<file path="src/rtl/swr_pkg.sv">
`timescale 1ns/1ps
package swr_pkg;

   localparam int CODE_W = 3;

   typedef logic [CODE_W-1:0] code_t;

   localparam code_t CMD_WRITE = 3'b001;
   localparam code_t CMD_ADDR  = 3'b010;
   localparam code_t CMD_INIT  = 3'b011;
   localparam code_t CMD_READ  = 3'b100;
   localparam code_t CMD_END   = 3'b111;

   typedef enum logic [2:0] {
      SEQ_IDLE  = 3'd0,
      SEQ_ADDR  = 3'd1,
      SEQ_WRITE = 3'd2,
      SEQ_READ  = 3'd3,
      SEQ_INIT  = 3'd4
   } seq_t;

   // Sequence opened by a command code; end and undefined codes give idle.
   function automatic seq_t seq_for_code(input code_t c);
      case (c)
         CMD_WRITE: return SEQ_WRITE;
         CMD_ADDR:  return SEQ_ADDR;
         CMD_INIT:  return SEQ_INIT;
         CMD_READ:  return SEQ_READ;
         default:   return SEQ_IDLE;
      endcase
   endfunction

endpackage

</file>
<file path="src/rtl/swr_lsb_shift.sv">
`timescale 1ns/1ps
// Shift register filled LSB first: each new bit enters at the top and
// moves down, so once W bits are in, the earliest of the last W is at bit 0.
module swr_lsb_shift #(
   parameter int W = 8
) (
   input  logic         clk,
   input  logic         rst_n,
   input  logic         clear,
   input  logic         shift_en,
   input  logic         din,
   output logic [W-1:0] q
);

   logic [W-1:0] nxt;

   generate
      if (W < 1) begin : g_bad_w
         $error("swr_lsb_shift: W must be at least 1");
      end
      for (genvar g = 0; g < W; g++) begin : g_bit
         if (g == W - 1) begin : g_top
            assign nxt[g] = din;
         end else begin : g_mid
            assign nxt[g] = q[g+1];
         end
      end
   endgenerate

   always_ff @(posedge clk) begin
      if (!rst_n) begin
         q <= '0;
      end else if (clear) begin
         q <= '0;
      end else if (shift_en) begin
         q <= nxt;
      end
   end

endmodule

</file>
<file path="src/rtl/swr_seq_ctrl.sv">
`timescale 1ns/1ps
module swr_seq_ctrl
   import swr_pkg::*;
#(
   parameter int DATA_W = 8,
   parameter int ID_W   = 4
) (
   input  logic  clk,
   input  logic  rst_n,
   input  logic  sym_valid,
   input  logic  sym_is_cmd,
   input  code_t sym_val,
   output seq_t  seq_q,
   output logic  seq_open,
   output logic  read_open,
   output logic  addr_open,
   output logic  bit_take,
   output logic  addr_commit,
   output logic  init_commit,
   output logic  write_commit
);

   localparam int CNT_MAX = DATA_W + 1;
   localparam int CNT_W   = $clog2(CNT_MAX + 1);
   localparam logic [CNT_W-1:0] CNT_TOP  = CNT_W'(CNT_MAX);
   localparam logic [CNT_W-1:0] CNT_ID   = CNT_W'(ID_W);
   localparam logic [CNT_W-1:0] CNT_FULL = CNT_W'(DATA_W);
   localparam logic [CNT_W-1:0] CNT_ONE  = CNT_W'(1);

   generate
      if (ID_W > DATA_W) begin : g_bad_id
         $error("swr_seq_ctrl: ID_W must not exceed DATA_W");
      end
   endgenerate

   logic [CNT_W-1:0] cnt_q;
   logic             cmd_stb;
   logic             bit_stb;
   logic             end_stb;
   seq_t             next_seq;

   assign cmd_stb  = sym_valid & sym_is_cmd;
   assign bit_stb  = sym_valid & ~sym_is_cmd;
   assign end_stb  = cmd_stb && (sym_val == CMD_END);
   assign next_seq = seq_for_code(sym_val);

   // Any command code restarts the field count; the end code and undefined
   // codes return to idle, which discards whatever the shadows held.
   always_ff @(posedge clk) begin
      if (!rst_n) begin
         seq_q <= SEQ_IDLE;
         cnt_q <= '0;
      end else if (cmd_stb) begin
         seq_q <= end_stb ? SEQ_IDLE : next_seq;
         cnt_q <= '0;
      end else if (bit_take && cnt_q != CNT_TOP) begin
         cnt_q <= cnt_q + CNT_ONE;
      end
   end

   always_comb begin
      seq_open     = cmd_stb && !end_stb && (next_seq != SEQ_IDLE);
      read_open    = cmd_stb && (sym_val == CMD_READ);
      addr_open    = cmd_stb && (sym_val == CMD_ADDR);
      bit_take     = bit_stb && (seq_q != SEQ_IDLE);
      addr_commit  = end_stb && (seq_q == SEQ_ADDR)  && (cnt_q == CNT_ID);
      init_commit  = end_stb && (seq_q == SEQ_INIT)  && (cnt_q == CNT_ID);
      write_commit = end_stb && (seq_q == SEQ_WRITE) && (cnt_q >= CNT_FULL);
   end

   AST_CNT_BOUNDED: assert property (@(posedge clk) disable iff (!rst_n)
      cnt_q <= CNT_TOP);

   AST_END_GOES_IDLE: assert property (@(posedge clk) disable iff (!rst_n)
      end_stb |=> seq_q == SEQ_IDLE);

   AST_IDLE_HOLDS_NO_COUNT: assert property (@(posedge clk) disable iff (!rst_n)
      seq_q == SEQ_IDLE |-> cnt_q == '0);

endmodule

</file>
<file path="src/rtl/swr_read_port.sv">
`timescale 1ns/1ps
// Serialises the committed register, one bit per prompt, LSB first, wrapping.
// ROTATE = 0: pointer into the live register; ROTATE = 1: rotating snapshot.
module swr_read_port #(
   parameter int DATA_W = 8,
   parameter bit ROTATE = 1'b0
) (
   input  logic              clk,
   input  logic              rst_n,
   input  logic              load,
   input  logic              prompt,
   input  logic [DATA_W-1:0] word,
   output logic              rd_bit,
   output logic              rd_valid
);

   localparam int PTR_W = (DATA_W > 1) ? $clog2(DATA_W) : 1;
   localparam logic [PTR_W-1:0] PTR_LAST = PTR_W'(DATA_W - 1);
   localparam logic [PTR_W-1:0] PTR_ONE  = PTR_W'(1);

   always_ff @(posedge clk) begin
      if (!rst_n) begin
         rd_valid <= 1'b0;
      end else begin
         rd_valid <= prompt;
      end
   end

   generate
      if (ROTATE) begin : g_rotate
         logic [DATA_W-1:0] rot_q;

         always_ff @(posedge clk) begin
            if (!rst_n) begin
               rot_q  <= '0;
               rd_bit <= 1'b0;
            end else if (load) begin
               rot_q <= word;
            end else if (prompt) begin
               rd_bit <= rot_q[0];
               rot_q  <= {rot_q[0], rot_q[DATA_W-1:1]};
            end
         end

         AST_ROT_KEEPS_WEIGHT: assert property (@(posedge clk) disable iff (!rst_n)
            (prompt && !load) |=> $countones(rot_q) == $past($countones(rot_q)));

      end else begin : g_index
         logic [PTR_W-1:0] ptr_q;

         always_ff @(posedge clk) begin
            if (!rst_n) begin
               ptr_q  <= '0;
               rd_bit <= 1'b0;
            end else if (load) begin
               ptr_q <= '0;
            end else if (prompt) begin
               rd_bit <= word[ptr_q];
               ptr_q  <= (ptr_q == PTR_LAST) ? '0 : ptr_q + PTR_ONE;
            end
         end

         AST_PTR_IN_RANGE: assert property (@(posedge clk) disable iff (!rst_n)
            ptr_q <= PTR_LAST);

         AST_PTR_WRAPS: assert property (@(posedge clk) disable iff (!rst_n)
            (prompt && !load && ptr_q == PTR_LAST) |=> ptr_q == '0);
      end
   endgenerate

endmodule

</file>
<file path="src/rtl/swire_reg_slave.sv">
`timescale 1ns/1ps
module swire_reg_slave
   import swr_pkg::*;
#(
   parameter int          DATA_W      = 8,
   parameter int          ID_W        = 4,
   parameter int unsigned RESET_ID    = 10,
   parameter bit          READ_ROTATE = 1'b0
) (
   input  logic              clk,
   input  logic              rst_n,
   input  logic              sym_valid,
   input  logic              sym_is_cmd,
   input  logic [2:0]        sym_val,
   output logic [DATA_W-1:0] reg_q,
   output logic              selected,
   output logic              rd_bit,
   output logic              rd_valid
);

   localparam logic [ID_W-1:0] ID_AT_RESET = ID_W'(RESET_ID);

   generate
      if (DATA_W != 8 && DATA_W != 16 && DATA_W != 24) begin : g_bad_data_w
         $error("swire_reg_slave: DATA_W must be 8, 16 or 24");
      end
      if (ID_W != 4) begin : g_bad_id_w
         $error("swire_reg_slave: ID_W must be 4");
      end
   endgenerate

   seq_t              seq_q;
   logic              seq_open;
   logic              read_open;
   logic              addr_open;
   logic              bit_take;
   logic              addr_commit;
   logic              init_commit;
   logic              write_commit;
   logic [ID_W-1:0]   id_shadow;
   logic [DATA_W-1:0] data_shadow;
   logic [ID_W-1:0]   dev_id_q;
   logic              end_seen;
   logic              id_shift;
   logic              data_shift;
   logic              prompt;

   swr_seq_ctrl #(
      .DATA_W (DATA_W),
      .ID_W   (ID_W)
   ) i_ctrl (
      .clk          (clk),
      .rst_n        (rst_n),
      .sym_valid    (sym_valid),
      .sym_is_cmd   (sym_is_cmd),
      .sym_val      (sym_val),
      .seq_q        (seq_q),
      .seq_open     (seq_open),
      .read_open    (read_open),
      .addr_open    (addr_open),
      .bit_take     (bit_take),
      .addr_commit  (addr_commit),
      .init_commit  (init_commit),
      .write_commit (write_commit)
   );

   assign id_shift   = bit_take && (seq_q == SEQ_ADDR || seq_q == SEQ_INIT);
   assign data_shift = bit_take && (seq_q == SEQ_WRITE);
   assign prompt     = bit_take && (seq_q == SEQ_READ) && selected;
   assign end_seen   = sym_valid && sym_is_cmd && (sym_val == CMD_END);

   swr_lsb_shift #(.W(ID_W)) i_id_shadow (
      .clk      (clk),
      .rst_n    (rst_n),
      .clear    (seq_open),
      .shift_en (id_shift),
      .din      (sym_val[0]),
      .q        (id_shadow)
   );

   swr_lsb_shift #(.W(DATA_W)) i_data_shadow (
      .clk      (clk),
      .rst_n    (rst_n),
      .clear    (seq_open),
      .shift_en (data_shift),
      .din      (sym_val[0]),
      .q        (data_shadow)
   );

   always_ff @(posedge clk) begin
      if (!rst_n) begin
         dev_id_q <= ID_AT_RESET;
      end else if (init_commit) begin
         dev_id_q <= id_shadow;
      end
   end

   always_ff @(posedge clk) begin
      if (!rst_n) begin
         selected <= 1'b0;
      end else if (addr_open) begin
         selected <= 1'b0;
      end else if (addr_commit) begin
         selected <= (id_shadow == dev_id_q);
      end
   end

   always_ff @(posedge clk) begin
      if (!rst_n) begin
         reg_q <= '0;
      end else if (write_commit && selected) begin
         reg_q <= data_shadow;
      end
   end

   swr_read_port #(
      .DATA_W (DATA_W),
      .ROTATE (READ_ROTATE)
   ) i_read (
      .clk      (clk),
      .rst_n    (rst_n),
      .load     (read_open),
      .prompt   (prompt),
      .word     (reg_q),
      .rd_bit   (rd_bit),
      .rd_valid (rd_valid)
   );

   AST_SEL_DROPS_ON_ADDR: assert property (@(posedge clk) disable iff (!rst_n)
      (sym_valid && sym_is_cmd && sym_val == CMD_ADDR) |=> !selected);

   AST_SEL_RISES_ON_END: assert property (@(posedge clk) disable iff (!rst_n)
      $rose(selected) |-> $past(end_seen));

   AST_REG_ONLY_ON_END: assert property (@(posedge clk) disable iff (!rst_n)
      !$stable(reg_q) |-> $past(end_seen && selected));

   AST_ID_ONLY_ON_END: assert property (@(posedge clk) disable iff (!rst_n)
      !$stable(dev_id_q) |-> $past(end_seen));

   AST_READ_NEEDS_SEL: assert property (@(posedge clk) disable iff (!rst_n)
      rd_valid |-> selected && $past(sym_valid && !sym_is_cmd));

endmodule

</file>
<file path="config.mk">
export PLATFORM = sky130hd
export DESIGN_NAME = swire_reg_slave
export DESIGN_NICKNAME = d
export VERILOG_FILES = /design/src/rtl/swr_pkg.sv /design/src/rtl/swr_lsb_shift.sv /design/src/rtl/swr_seq_ctrl.sv /design/src/rtl/swr_read_port.sv /design/src/rtl/swire_reg_slave.sv
export SDC_FILE = /design/constraint.sdc
export NUM_CORES = 1
export LEC_CHECK = 0
export CAP_MARGIN = 20
export CORE_ASPECT_RATIO = 1.4
export CORE_MARGIN = 4
export CORE_UTILIZATION = 45
export DETAILED_ROUTE_END_ITERATION = 6
export PLACE_DENSITY = 0.64
export SYNTH_ARGS = -nofsm -noshare
export SYNTH_HDL_FRONTEND = slang
export SYNTH_HIERARCHICAL = 1
export SYNTH_SLANG_ARGS = --single-unit
</file>
<file path="constraint.sdc">
create_clock -name clk -period 4.2 [get_ports clk]
set_input_delay 0.63 -clock clk [delete_from_list [all_inputs] [get_ports clk]]
set_output_delay 0.63 -clock clk [all_outputs]
set_load 0.01 [all_outputs]
</file>
==> flow_metrics.tcl <==
set metrics [dict create \
    routed_wl_um 3440 \
    grt_first_pass_wirelength_um 6250 \
    syn-instance-count 194 \
    grt_start_max_net_pins 23 \
    worst_ep_arrival_time_ps 2580 \
    dr_wl_met2_um 1940 \
    insertion_delay_ps 290 \
    port-buffer-count 17 \
    fmax_ghz 0.416 \
    post_cts_resize_count 0 \
    start_kind "primary input" \
    setup_tns_ps 0 \
    cts_made_buffers 5 \
    min_period_ps 2400 \
    die_area_sq_mm 0.00513 \
    setup_viol_count_final 0 \
    pwr_density_cell_mw_per_mm2 338 \
    start_util 0.464 \
    routabilityCongestion 0.785 \
    avgSynthCellArea_sq_um 9.36 \
    final_cell_mix "dfxtp_1, mux2i_1, nand2_1, nor2_1, clkdlybuf4s50_1" \
    skew_ps 6.33 \
    cts_hold_buf 0 \
    synth.ff_latch_count 37 \
    floorplan.core_area_sq_mm 0.00392 \
    routedWlPerCell_um 13.6 \
    r2r_slack_ps 2050 \
    area_growth_pct 15.1 \
    fin_hold_ws_ps 476 \
    die_h_um 83.2 \
    drv_cap 0 \
    drt_pass1_iterations 4 \
    vias 1365 \
    ioPinCount 18 \
    clk_pin_slew_ps 70 \
    cts_tree "done" \
    wl_met3_um 156 \
    status "finished, final reports clean" \
    rsz0062_at_grt "false" \
    die_x_um 61.7 \
    final_common_cell "dfxtp_1" \
    hp-class "reg -> reg" \
    met1_length_um 1290 \
    vdd_drop_max_v 0.000256 \
    synth_edf_count 0 \
    crit_chain "clkdlybuf4s50_1 -> and3_1 -> nand3_1 -> nor3b_1 -> mux2i_1 -> nor2b_1" \
    p_leak_uw 0.000691 \
    grt_usage 0.160 \
    dr.max_layer_used "met4" \
    synth_fp_nets 206 \
    seq_area_frac_synth 0.408 \
    yosysUniqueCellTypes 40 \
    worst_pin_slew_ps 847 \
    layout-drive-gt1-share 0.0714 \
    via_per_inst 5.40 \
    numClockSinks 37 \
    crit_type "in -> reg" \
    finalCritPeriodShare 0.572 \
    drt-initial-drc-count 73 \
    crit_path_end_kind "flop" \
    crit_required_ps 4370 \
    ys_warn_count 6 \
    critPathMaxStageDelay_ps 650 \
    cts_buffer_depth 2 \
    async_flop_share 0 \
    slew_viol_final 0 \
    synthesis.area_sq_mm 0.00182 \
    slew_headroom 0.433 \
    slowest_stage "clkdlybuf4s50_1" \
    cts_root_buf "clkbuf_8" \
    synth_ff_type "dfxtp_1" \
    ant_nets 0 \
    drc_errors 0 \
    hold_viol_final 0 \
    antenna_found_initial 0 \
    first_global_vias 1412 \
    cp_max_fo 9 \
    dp_hpwl_um 2660 \
    num_antenna_cells 0 \
    cts_htree_levels 2 \
    post_cts_buffers 0 \
    rows 27 \
    num-nets-final 221 \
    grt-ovfl-total 0 \
]
synthesized netlist by cell type (4+ instances only):
library cell  count  area share
a21boi_1         11       0.045
buf_6             4       0.025
dfxtp_1          37        0.41
ha_1              5       0.034
inv_1             4      0.0083
mux2i_1          24        0.13
nand2_1          23       0.048
nand2b_1          6       0.021
nand3_1           9       0.025
nor2_1           19       0.039
nor2b_1           4       0.014
nor3_1            5       0.014
nor3b_1           4       0.017
xnor2_1           6       0.029
final timing paths:
| kind | end | start | depth (start not counted) |
|---|---|---|---|
| max | dev_id_q[0]$_SDFFE_PN0P_ | sym_val[0] | 6 |
| max reg2reg | dev_id_q[0]$_SDFFE_PN0P_ | i_ctrl/cnt_q[0]$_SDFFE_PP0P_ | 7 |
| min reg2reg | reg_q[1]$_SDFFE_PN0P_ | reg_q[1]$_SDFFE_PN0P_ | 2 |
| min | reg_q[1]$_SDFFE_PN0P_ | reg_q[1]$_SDFFE_PN0P_ | 2 |
through the flow:
step	power (uW)	cells	setup WS, ps	area [sq um]	utilization
finish	706	253	1800	2090	0.534
global route	741	253	1630	2090	0.534
CTS	714	253	1790	2090	0.534
detailed placement	393	245	1480	1970	0.503
global placement	392	245	1580	1970	0.503
floorplan	380	194	2490	1820	-
cells by family after synthesis:
kind of cell | after synthesis | synth area share
AO/OA/AOI/OAI | 20 | 0.0806
XOR/XNOR | 7 | 0.0337
adder cells (fa/ha/maj) | 5 | 0.0344
buffers and inverters | 13 | 0.0468
flip-flops | 37 | 0.408
multiplexers | 25 | 0.145
AND/OR/NAND/NOR | 87 | 0.252
where the power goes:
group	internal, uW	total (uW)	switching (uW)
clock	193	322	129
sequential	351	353	1.75
combinational	14.1	31.0	16.9
total	559	706	147
registers in the layout (all words and copies together) (netlist names):
| name | cells |
|---|---|
| i_ctrl/seq_q | 3 |
| i_ctrl/cnt_q | 4 |
| i_read/g_index.ptr_q | 3 |
| selected | 1 |
| i_data_shadow/q | 8 |
| i_read/rd_valid | 1 |
| dev_id_q | 4 |
| i_id_shadow/q | 4 |
| reg_q | 8 |
| i_read/rd_bit | 1 |
final cells by class:
cell class | count | area (sq um)
Multi-Input combinational cell | 144 | 991
Clock inverter | 2 | 37.5
Tap cell | 43 | 53.8
Inverter | 4 | 15.0
Timing Repair Buffer | 17 | 170
Fill cell | 361 | 1830
Sequential cell | 37 | 741
Clock buffer | 6 | 82.6
critical path: cells and delay by family:
family                 cells  cell delay [ps]
muxes                      1              300
buffers and inverters      1              650
and+or+nand+nor            4              990
metal layers:
metal  vias up  GRT usage
met1       635      0.163
li1        693          -
met2        32      0.288
met4         0     0.0618
met3         5     0.0482
met5         -          0
Power figures use the tool's default switching activity.
